$ cat config.mk
export PLATFORM = sky130hd
export DESIGN_NAME = reorder_unit
export DESIGN_NICKNAME = d
export VERILOG_FILES = /design/src/rtl/reorder_pkg.sv /design/src/rtl/reorder_decode.sv /design/src/rtl/reorder_datapath.sv /design/src/rtl/reorder_unit.sv
export SDC_FILE = /design/constraint.sdc
export NUM_CORES = 1
export LEC_CHECK = 0
export BUFFER_PORTS_ARGS = -buffer_cell sky130_fd_sc_hd__buf_2
export CAP_MARGIN = 20
export CORE_ASPECT_RATIO = 1.25
export CORE_MARGIN = 2
export CORE_UTILIZATION = 42
export CTS_BUF_LIST = sky130_fd_sc_hd__clkbuf_4 sky130_fd_sc_hd__clkbuf_8
export DETAILED_ROUTE_END_ITERATION = 8
export GPL_ROUTABILITY_DRIVEN = 0
export GPL_TIMING_DRIVEN = 0
export PLACE_DENSITY = 0.79
export SYNTH_ARGS = -nofsm -noshare
export SYNTH_HDL_FRONTEND = slang
export SYNTH_SLANG_ARGS = --single-unit
$ cat constraint.sdc
create_clock -name clk -period 1.7 [get_ports clk]
set_input_delay 0 -clock clk [delete_from_list [all_inputs] [get_ports clk]]
set_output_delay 0 -clock clk [all_outputs]
set_load 0.03 [all_outputs]
$ cat src/rtl/reorder_pkg.sv
package reorder_pkg;

    localparam int OPC_W = 6;
    localparam int FLD_W = 5;
    localparam int FN_W  = 6;

    localparam logic [OPC_W-1:0] OPC_SPECIAL3 = 6'b011111;
    localparam logic [FN_W-1:0]  FN_WORD      = 6'b100000;
    localparam logic [FN_W-1:0]  FN_DWORD     = 6'b100100;

    localparam logic [FLD_W-1:0] SEL_BSWAP    = 5'b00010;
    localparam logic [FLD_W-1:0] SEL_SEXT8    = 5'b10000;
    localparam logic [FLD_W-1:0] SEL_SEXT16   = 5'b11000;
    localparam logic [FLD_W-1:0] SEL_HREV     = 5'b00101;

    typedef enum logic [2:0] {
        OP_NONE,
        OP_WSWAP,
        OP_SEXT8,
        OP_SEXT16,
        OP_DSWAP,
        OP_HREV
    } reorder_op_e;

    typedef struct packed {
        logic [OPC_W-1:0] opc;
        logic [FLD_W-1:0] zf;
        logic [FLD_W-1:0] src;
        logic [FLD_W-1:0] dst;
        logic [FLD_W-1:0] sel;
        logic [FN_W-1:0]  fn;
    } instr_t;

    typedef struct packed {
        reorder_op_e      op;
        logic             claim;
        logic             bad;
        logic [FLD_W-1:0] dst;
    } decode_t;

    function automatic logic is_wide(input reorder_op_e op);
        return (op == OP_DSWAP) || (op == OP_HREV);
    endfunction

endpackage

$ cat src/rtl/reorder_decode.sv
module reorder_decode
    import reorder_pkg::*;
(
    input  logic [31:0] instr_i,
    input  logic        wide_en_i,
    output decode_t     dec_o
);
    instr_t      ins;
    reorder_op_e op;

    assign ins = instr_t'(instr_i);

    always_comb begin
        op = OP_NONE;
        if (ins.zf == '0) begin
            if (ins.fn == FN_WORD) begin
                case (ins.sel)
                    SEL_BSWAP:  op = OP_WSWAP;
                    SEL_SEXT8:  op = OP_SEXT8;
                    SEL_SEXT16: op = OP_SEXT16;
                    default:    op = OP_NONE;
                endcase
            end else if (ins.fn == FN_DWORD) begin
                case (ins.sel)
                    SEL_BSWAP: op = OP_DSWAP;
                    SEL_HREV:  op = OP_HREV;
                    default:   op = OP_NONE;
                endcase
            end
        end
    end

    always_comb begin
        dec_o.claim = (ins.opc == OPC_SPECIAL3) &&
                      ((ins.fn == FN_WORD) || (ins.fn == FN_DWORD));
        dec_o.bad   = (op == OP_NONE) || (is_wide(op) && !wide_en_i);
        dec_o.op    = op;
        dec_o.dst   = ins.dst;
    end
endmodule

$ cat src/rtl/reorder_datapath.sv
module reorder_datapath
    import reorder_pkg::*;
#(
    parameter int DATA_W = 64
) (
    input  reorder_op_e       op_i,
    input  logic [DATA_W-1:0] a_i,
    output logic [DATA_W-1:0] y_o
);
    localparam int HALF_W  = 16;
    localparam int NHALF   = DATA_W / HALF_W;
    localparam int WORD_W  = 32;

    logic [DATA_W-1:0] bswap;
    logic [DATA_W-1:0] hrev;

    for (genvar h = 0; h < NHALF; h++) begin : g_half
        assign bswap[h*HALF_W +: 8]     = a_i[h*HALF_W + 8 +: 8];
        assign bswap[h*HALF_W + 8 +: 8] = a_i[h*HALF_W +: 8];
        assign hrev[h*HALF_W +: HALF_W] = a_i[(NHALF-1-h)*HALF_W +: HALF_W];
    end

    always_comb begin
        case (op_i)
            OP_WSWAP:  y_o = {{(DATA_W-WORD_W){bswap[WORD_W-1]}}, bswap[WORD_W-1:0]};
            OP_SEXT8:  y_o = {{(DATA_W-8){a_i[7]}}, a_i[7:0]};
            OP_SEXT16: y_o = {{(DATA_W-HALF_W){a_i[HALF_W-1]}}, a_i[HALF_W-1:0]};
            OP_DSWAP:  y_o = bswap;
            OP_HREV:   y_o = hrev;
            default:   y_o = '0;
        endcase
    end
endmodule

$ cat src/rtl/reorder_unit.sv
module reorder_unit
    import reorder_pkg::*;
#(
    parameter int DATA_W = 64,
    parameter int IDX_W  = 5
) (
    input  logic              clk,
    input  logic              rst,
    input  logic              valid_i,
    input  logic [31:0]       instr_i,
    input  logic [DATA_W-1:0] operand_i,
    input  logic              wide_en_i,
    output logic [DATA_W-1:0] res_o,
    output logic [IDX_W-1:0]  dst_o,
    output logic              res_valid_o,
    output logic              illegal_o
);
    decode_t           dec;
    logic [DATA_W-1:0] y;
    logic              take;
    logic              reject;

    reorder_decode u_dec (
        .instr_i   (instr_i),
        .wide_en_i (wide_en_i),
        .dec_o     (dec)
    );

    reorder_datapath #(.DATA_W(DATA_W)) u_dp (
        .op_i (dec.op),
        .a_i  (operand_i),
        .y_o  (y)
    );

    assign take   = valid_i && dec.claim && !dec.bad;
    assign reject = valid_i && dec.claim && dec.bad;

    always_ff @(posedge clk) begin
        if (rst) begin
            res_o       <= '0;
            dst_o       <= '0;
            res_valid_o <= 1'b0;
            illegal_o   <= 1'b0;
        end else begin
            res_o       <= take ? y : '0;
            dst_o       <= take ? dec.dst : '0;
            res_valid_o <= take;
            illegal_o   <= reject;
        end
    end
endmodule

==> results of run 1 <==
-- through the flow --
stage,setup WS (ns),area [µm²]
final,0.07159,4723
after global placement,-0.5830,4126
after floorplan,-0.01581,3186
after CTS,0.01334,4678
after global routing,-0.01087,4723
after detailed placement,-0.5314,4126
-- cell families after synthesis --
family / share of synthesized area (%)
and+or+nand+nor: 12.99
AOI/OAI and AO/OA: 35.25
DFF: 44.99
buffers and inverters: 6.772
-- power by group --
| group | internal, mW | leakage [nW] | switching, mW |
|---|---|---|---|
| sequential | 1.66 | 0.571 | 0.000000856 |
| combinational | 0.172 | 1.40 | 0.133 |
| clock | 0.540 | 0.0859 | 0.644 |
| total | 2.37 | 2.06 | 0.777 |
-- timing repair --
action	4_1_cts	5_1_grt
hold buffers	35	0
setup buffers	1	3
hold endpoints to repair	20	0
pin swaps	1	2
resized for setup	5	27
cloned	0	1
endpoints found under the setup margin	52	56
-- final timing paths --
check / slack (ns) / to / startpoint / cells past startpoint
setup / recovery: 0.07 / res_o[53] / instr_i[1] / 7
hold / removal: 0.02 / res_o[7] / operand_i[7] / 3
-- metal layers --
metal  vias to the layer above  GRT usage (%)  share of wire (%)
met1                      1696          29.99                 37
met5                         -              0                  0
met2                       273          48.93                 49
met3                        39          7.348                 11
li1                       1743              -                  -
met4                         0          11.41                2.8
-- worst max-delay path, stage by stage --
cell      delay, ns
buf_2          0.09
or4b_1         0.60
nor4_4         0.36
buf_4          0.24
o211ai_4       0.15
buf_2          0.23
a31oi_1        0.21
-- area by class of cell --
cell class / count / area share [%]
clock inverter: 5 / 0.7417
multi-input combinational: 235 / 33.38
sequential: 71 / 30.09
tap: 92 / 2.437
timing repair buffer: 205 / 25.64
buffer: 38 / 4.371
inverter: 7 / 0.5563
clock buffer: 10 / 2.781
-- sequential cells by signal, summed over array words and instances (netlist names) --
name         cells
res_o           64
dst_o            5
illegal_o        1
res_valid_o      1
-- synthesized netlist by cell type (3+ instances only) --
master	n	share of area (%)
and3_1	8	1.6
buf_1	3	0.36
a21oi_1	15	2.4
clkbuf_1	21	2.5
nand4b_1	3	0.83
dfxtp_1	71	45
buf_2	12	1.9
nand2_1	41	4.9
a31oi_1	33	6.5
a22o_1	41	11
inv_1	7	0.83
a21oi_2	10	2.8
nor2_1	15	1.8
a222oi_1	8	2.5
a22oi_1	7	1.7
a21boi_0	14	3.3
o21ai_0	16	2.5
==> metrics.cfg, run 1 <==
[status]
outcome = finished clean

[global_route]
antenna_found_initial = 0
grt_usage_pct = 27.36
grt.overflow.total = 0
grt_pass1_vias = 3643
grt_pass1_wl_um = 17160
grt_max_degree = 13

[detailed_routing]
drt_iter0_drc = 263
ant_nets = 0
vias_per_cell = 5.658
wirelength_um = 11320
drc_errors = 0
via_count = 3751
routedWlPerCell_um = 17.08
drt_first_pass_iters = 5

[synthesis]
ys_seq_area_share_pct = 44.99
synth-edff-count = 0
synth-seq-cells = 71
synth_area_mm2 = 0.003159
ys.warnings.count = 0
synthDistinctLibCells = 38
synthCells = 352
async_reset_ff_share_pct = 0
synthFlopType = dfxtp_1
synthesis.nets = 452
syn_avg_cell_area_um2 = 8.975

[setup_path]
crit_path_max_fanout = 10
critPathCaptureType = flop
startpoint_type = input port
cp.arrival_ns = 1.89
crit_required_ns = 1.96
criticalPathCategory = in2reg

[final_layout]
nNetsFinal = 667
regArea_mm2 = 0.001421
final_cells = 663
final_common_cell = buf_2
multiInputGateArea_mm2 = 0.001577
synthToLayoutAreaGrowth_pct = 49.50
n_fill_cell = 628
drive_gt1_share_pct = 40.28
utilization_pct = 64.59
antenna_cells = 0
final_cell_mix = buf_2, dfxtp_1, a22o_1, nand2_1, dlygate4sd3_1

[floorplanning]
die_x_um = 81.58
io_pins = 171
initial_core_util_pct = 43.20
die_area_mm2 = 0.008236
die_y_um = 101.0
core_mm2 = 0.007313
rows = 35

[clock_network]
cts_tree = done
htree_levels = 3
cts_buffer_depth = 2
cts_root_buf = clkbuf_8
path_clk_slew_ns = 0.07
cts_buffers = 9
clock-sinks = 71

[timing]
holdWs_ns = 0.02093
setup-violations-final = 0
timing.fmax_mhz = 614.1
min_period_ns = 1.628
final.setup.tns_ns = 0
slew_headroom_pct = 62.92
tightest_slew_ns = 0.5526
hold_violations = 0
post-route-period-util_pct = 95.79
slew_viol_final = 0

[place]
hpwl_um = 8031
portBuffers = 165
dp_cells = 609

[pwr]
power_density_mw_per_mm2 = 667.0
finalPower_mw = 3.151
p_leak_nw = 2.060
peakVddDrop_mv = 0.4329

[min_path]
holdCritPathClass = in2reg

[job]
drv_cap = 0

Note: power is estimated with default switching activity, not from simulation.
==> inputs of run 2 (changes only) <==
ABC_AREA = 1   (was unset)
CORE_UTILIZATION = 44   (was 42)
==> metrics.cfg, run 2 <==
[min_path]
holdCritPathClass = in2reg

[final_layout]
n_fill_cell = 745
final_cell_mix = buf_2, nor2_1, nand2_1, dfxtp_1, inv_1
largest_registers = res_o (64), dst_o (5)
final_common_cell = buf_2
nNetsFinal = 872
drive_gt1_share_pct = 29.34
utilization_pct = 64.42
max_flop_register = res_o
synthToLayoutAreaGrowth_pct = 43.86
largest_register_ffs = 64
antenna_cells = 0

[timing]
slew_headroom_pct = 66.03
setup-violations-final = 0
slew_viol_final = 0
holdWs_ns = 0.01172
min_period_ns = 1.542
post-route-period-util_pct = 90.71
timing.fmax_mhz = 648.5
rsz0062_at_grt = no
hold_violations = 0
tightest_slew_ns = 0.5096

[pwr]
power_density_mw_per_mm2 = 603.1
p_leak_nw = 2.749
peakVddDrop_mv = 0.5400
finalPower_mw = 3.165

[detailed_routing]
via_count = 4470
routedWlPerCell_um = 14.08
drt_first_pass_iters = 6
wirelength_um = 12300
vias_per_cell = 5.114
drt_iter0_drc = 279
ant_nets = 0
drc_errors = 0

[floorplanning]
die_x_um = 85.45
io_pins = 171
die_y_um = 105.8
initial_core_util_pct = 44.78
die_area_mm2 = 0.009041
core_mm2 = 0.008148
rows = 37

[synthesis]
synth_top_area_share_pct = 38.96
synthFlopType = dfxtp_1
ys.warnings.count = 0
synthDistinctLibCells = 24
ys_seq_area_share_pct = 38.96
synth_area_mm2 = 0.003648
synthesis.nets = 648
yosysMostFrequentCell = nor2_1
synth_largest_area_cell = dfxtp_1
synthTopCellsByCount = nor2_1, nand2_1, dfxtp_1, inv_1, nand4_1
synth_area_leaders = dfxtp_1, nor2_1, nand2_1
async_reset_ff_share_pct = 0
synthCells = 548
syn_avg_cell_area_um2 = 6.658
synth-edff-count = 0
synth-seq-cells = 71

[global_route]
antenna_found_initial = 0
grt_max_degree = 14
grt.overflow.total = 0
grt_usage_pct = 27.49
grt_pass1_vias = 4447
grt_pass1_wl_um = 19530

[setup_path]
criticalPathCategory = in2reg
critPathCaptureType = flop
crit_path_max_fanout = 3
crit_required_ns = 1.99
cp.arrival_ns = 1.84
startpoint_type = input port

[clock_network]
cts_tree = done
htree_levels = 3
cts_buffer_depth = 2
path_clk_slew_ns = 0.08
cts_resized = 0
cts_buffers = 9
clock-sinks = 71
cts_root_buf = clkbuf_8

[place]
portBuffers = 165
hpwl_um = 9128

[status]
outcome = finished clean

[job]
drv_cap = 0

[run 2: changes by cell type after synthesis, moves of 11 or more]
cell,delta
inv_1,+55
nand3_1,+39
clkbuf_1,-11
a31oi_1,-33
nand4_1,+48
nor2_1,+137
a22o_1,-41
a21boi_0,-14
nand2_1,+47
o21ai_0,-16
a21oi_1,+13
[run 2: final cells by class]
class | count | area (µm²) | share of cell area (%)
plain buffers | 35 | 226.5 | 4.315
clock buffers | 9 | 123.9 | 2.360
clock inverters | 7 | 48.80 | 0.9297
inverters | 63 | 236.5 | 4.505
multi-input cells | 379 | 1764 | 33.61
flip-flops and latches | 71 | 1421 | 27.08
well taps | 97 | 121.4 | 2.312
repair buffers | 213 | 1306 | 24.89
[run 2: logic make-up (layout without fill, tap and decap cells)]
family / Yosys count / after routing / share of synthesized area [%]
AOI/OAI and AO/OA: 33 / 33 / 5.041
buffers and inverters: 98 / 327 / 12.69
DFF: 71 / 71 / 38.96
and+or+nand+nor: 346 / 346 / 43.31
[run 2: report_power, final]
part	total [mW]	internal (mW)	switching, mW
sequential	1.66	1.66	0.000000637
clock	1.20	0.527	0.677
combinational	0.300	0.167	0.132
[run 2: repair_timing]
| item | 4_1_cts | 5_1_grt |
|---|---|---|
| endpoints found under the hold margin | 42 | 0 |
| setup buffers | 0 | 0 |
| hold buffers | 48 | 0 |
[run 2: path summary, 6_finish.rpt]
check                    startpoint        end  slack (ns)  cells past startpoint
worst max-delay path     instr_i[3]  illegal_o        0.16                      6
worst min-delay path  operand_i[62]  res_o[54]        0.01                      5
[run 2: worst max-delay path, cell delays in order]
cell and delay [ns]:
buf_2 0.11, dlygate4sd3_1 0.55, nor4_1 0.45, dlygate4sd3_1 0.62, inv_1 0.04, nor2_1 0.07
[run 2: metal layers]
| layer | GRT usage, % | routed length (µm) | vias to the layer above |
|---|---|---|---|
| met5 | 0 | 0 | - |
| met1 | 28.77 | 4584 | 2010 |
| met4 | 13.95 | 387 | 0 |
| met2 | 50.67 | 6298 | 246 |
| met3 | 5.795 | 1033 | 37 |
| li1 | - | - | 2177 |
[run 2: through the flow]
step | setup WS, ns | area (µm²) | instances | setup TNS (ns)
after global routing | 0.04779 | 5249 | 874 | 0
after detailed placement | -0.1181 | 4596 | 810 | -2.710
after CTS | 0.2012 | 5249 | 874 | 0
final | 0.1579 | 5249 | 874 | 0
after floorplan | 0.3467 | 3649 | 548 | 0
after global placement | -0.07373 | 4596 | 810 | -0.9012
==> inputs of run 3 (changes only) <==
==> constraint.sdc (replaced) <==
create_clock -name clk -period 1.7 [get_ports clk]
set_input_delay 0.085 -clock clk [delete_from_list [all_inputs] [get_ports clk]]
set_output_delay 0.085 -clock clk [all_outputs]
set_load 0.03 [all_outputs]
==> metrics.cfg, run 3 (same netlist as run 2, synthesis figures left out) <==
[status]
outcome = finished clean

[min_path]
holdCritPathClass = in2reg
hp-start = instr_i[3]

[pwr]
peakVddDrop_mv = 0.5207
power_density_mw_per_mm2 = 622.7
finalPower_mw = 3.122
p_leak_nw = 2.647

[final_layout]
final_cell_mix = buf_2, nor2_1, nand2_1, dfxtp_1, inv_1
max_flop_register = res_o
antenna_cells = 0
nNetsFinal = 848
largest_registers = res_o (64), dst_o (5)
final_cells = 850
synthToLayoutAreaGrowth_pct = 37.41
drive_gt1_share_pct = 30.28
largest_register_ffs = 64
final_common_cell = buf_2

[detailed_routing]
drc_errors = 0
met1_length_um = 4381
via_count = 4371
wirelength_um = 11950
wl_met3_um = 1240
drt_first_pass_iters = 5
highest_layer = met4
vias_per_cell = 5.142
ant_nets = 0
drt_iter0_drc = 254
routedWlPerCell_um = 14.05
dr_wl_met2_um = 5905

[clock_network]
htree_levels = 3
path_clk_slew_ns = 0.07
postCtsSetupRepairBufs = 0
cts_buffer_depth = 2
clock-sinks = 71
cts_root_buf = clkbuf_8
cts_buffers = 9
cts_tree = done

[global_route]
grt_pass1_wl_um = 18820
grt.overflow.total = 0
grt_usage_pct = 26.57
antenna_found_initial = 0
grt_pass1_vias = 4256
grt_max_degree = 14

[place]
hpwl_um = 9128
dp_cells = 810
pre_cts_ws_ns = -0.2031
portBuffers = 165

[timing]
slew_viol_final = 0
setup_ws_ns = 0.1135
timing.fmax_mhz = 630.3
slew_headroom_pct = 65.93
rsz0062_at_grt = yes
hold_violations = 0
final.setup.tns_ns = 0
holdWs_ns = 0.02165
tightest_slew_ns = 0.5110
setup-violations-final = 0
post-route-period-util_pct = 93.33
min_period_ns = 1.587

[setup_path]
crit_chain = buf_2, nor2_1, nand2_1, nor2_4, nand2_1, a21oi_2, nand4_1, nand2_4, buf_6, nor2_1, nor2_1
crit_path_max_fanout = 10
cp.arrival_ns = 1.87
critPathCaptureType = flop
criticalPathCategory = in2reg
slowest_delay_ns = 0.43
startpoint_type = input port
crit_required_ns = 1.98
path_common_cell = nor2_1
critPathSlowestCell = a21oi_2
cp-startpoint = instr_i[1]

[floorplanning]
initial_core_util_pct = 44.78
io_pins = 171
die_x_um = 85.45
die_area_mm2 = 0.009041
rows = 37
die_y_um = 105.8
core_mm2 = 0.008148

[job]
drv_cap = 0

-- run 3: path summary, 6_finish.rpt --
| kind | end | slack (ns) | depth (start not counted) |
|---|---|---|---|
| worst min-delay path | illegal_o | 0.02 | 4 |
| worst max-delay path | res_o[47] | 0.11 | 11 |
-- run 3: per-stage QoR --
stage                     instance area, µm²  utilization (%)
after floorplan                         3649                -
after global placement                  4596            56.40
after detailed placement                4596            56.40
after CTS                               5009            61.47
after global routing                    5014            61.53
final                                   5014            61.53
-- run 3: power breakdown --
group	total (mW)	switching, mW	leakage, nW	internal [mW]
clock	1.20	0.677	0.0776	0.527
sequential	1.66	0.000000637	0.571	1.66
combinational	0.256	0.123	2.00	0.133
total	3.12	0.800	2.65	2.32
-- run 3: layout make-up --
cell class,count,area (µm²)
buffer,35,226.5
tap,97,121.4
fill,783,3134
inverter,63,236.5
multi-input combinational,379,1769
timing repair buffer,189,1066
sequential,71,1421
clock buffer,9,123.9
clock inverter,7,48.80
-- run 3: what timing repair did --
item / 4_1_cts / 5_1_grt
setup endpoints to repair: 0 / 7
hold buffers: 24 / 0
endpoints found under the hold margin: 24 / 0
resized for setup: 0 / 1
-- run 3: critical path, delay by kind of cell --
kind / cells / cell delay, ns
and+or+nand+nor: 8 / 1.08
AOI/OAI and AO/OA: 1 / 0.43
buffers and inverters: 2 / 0.25
-- run 3: layer usage --
layer  vias to the layer above  track usage, %
met5                         -               0
met1                      1929           28.17
met4                         0           14.06
met2                       269           47.71
met3                        41           6.421
li1                       2132               -
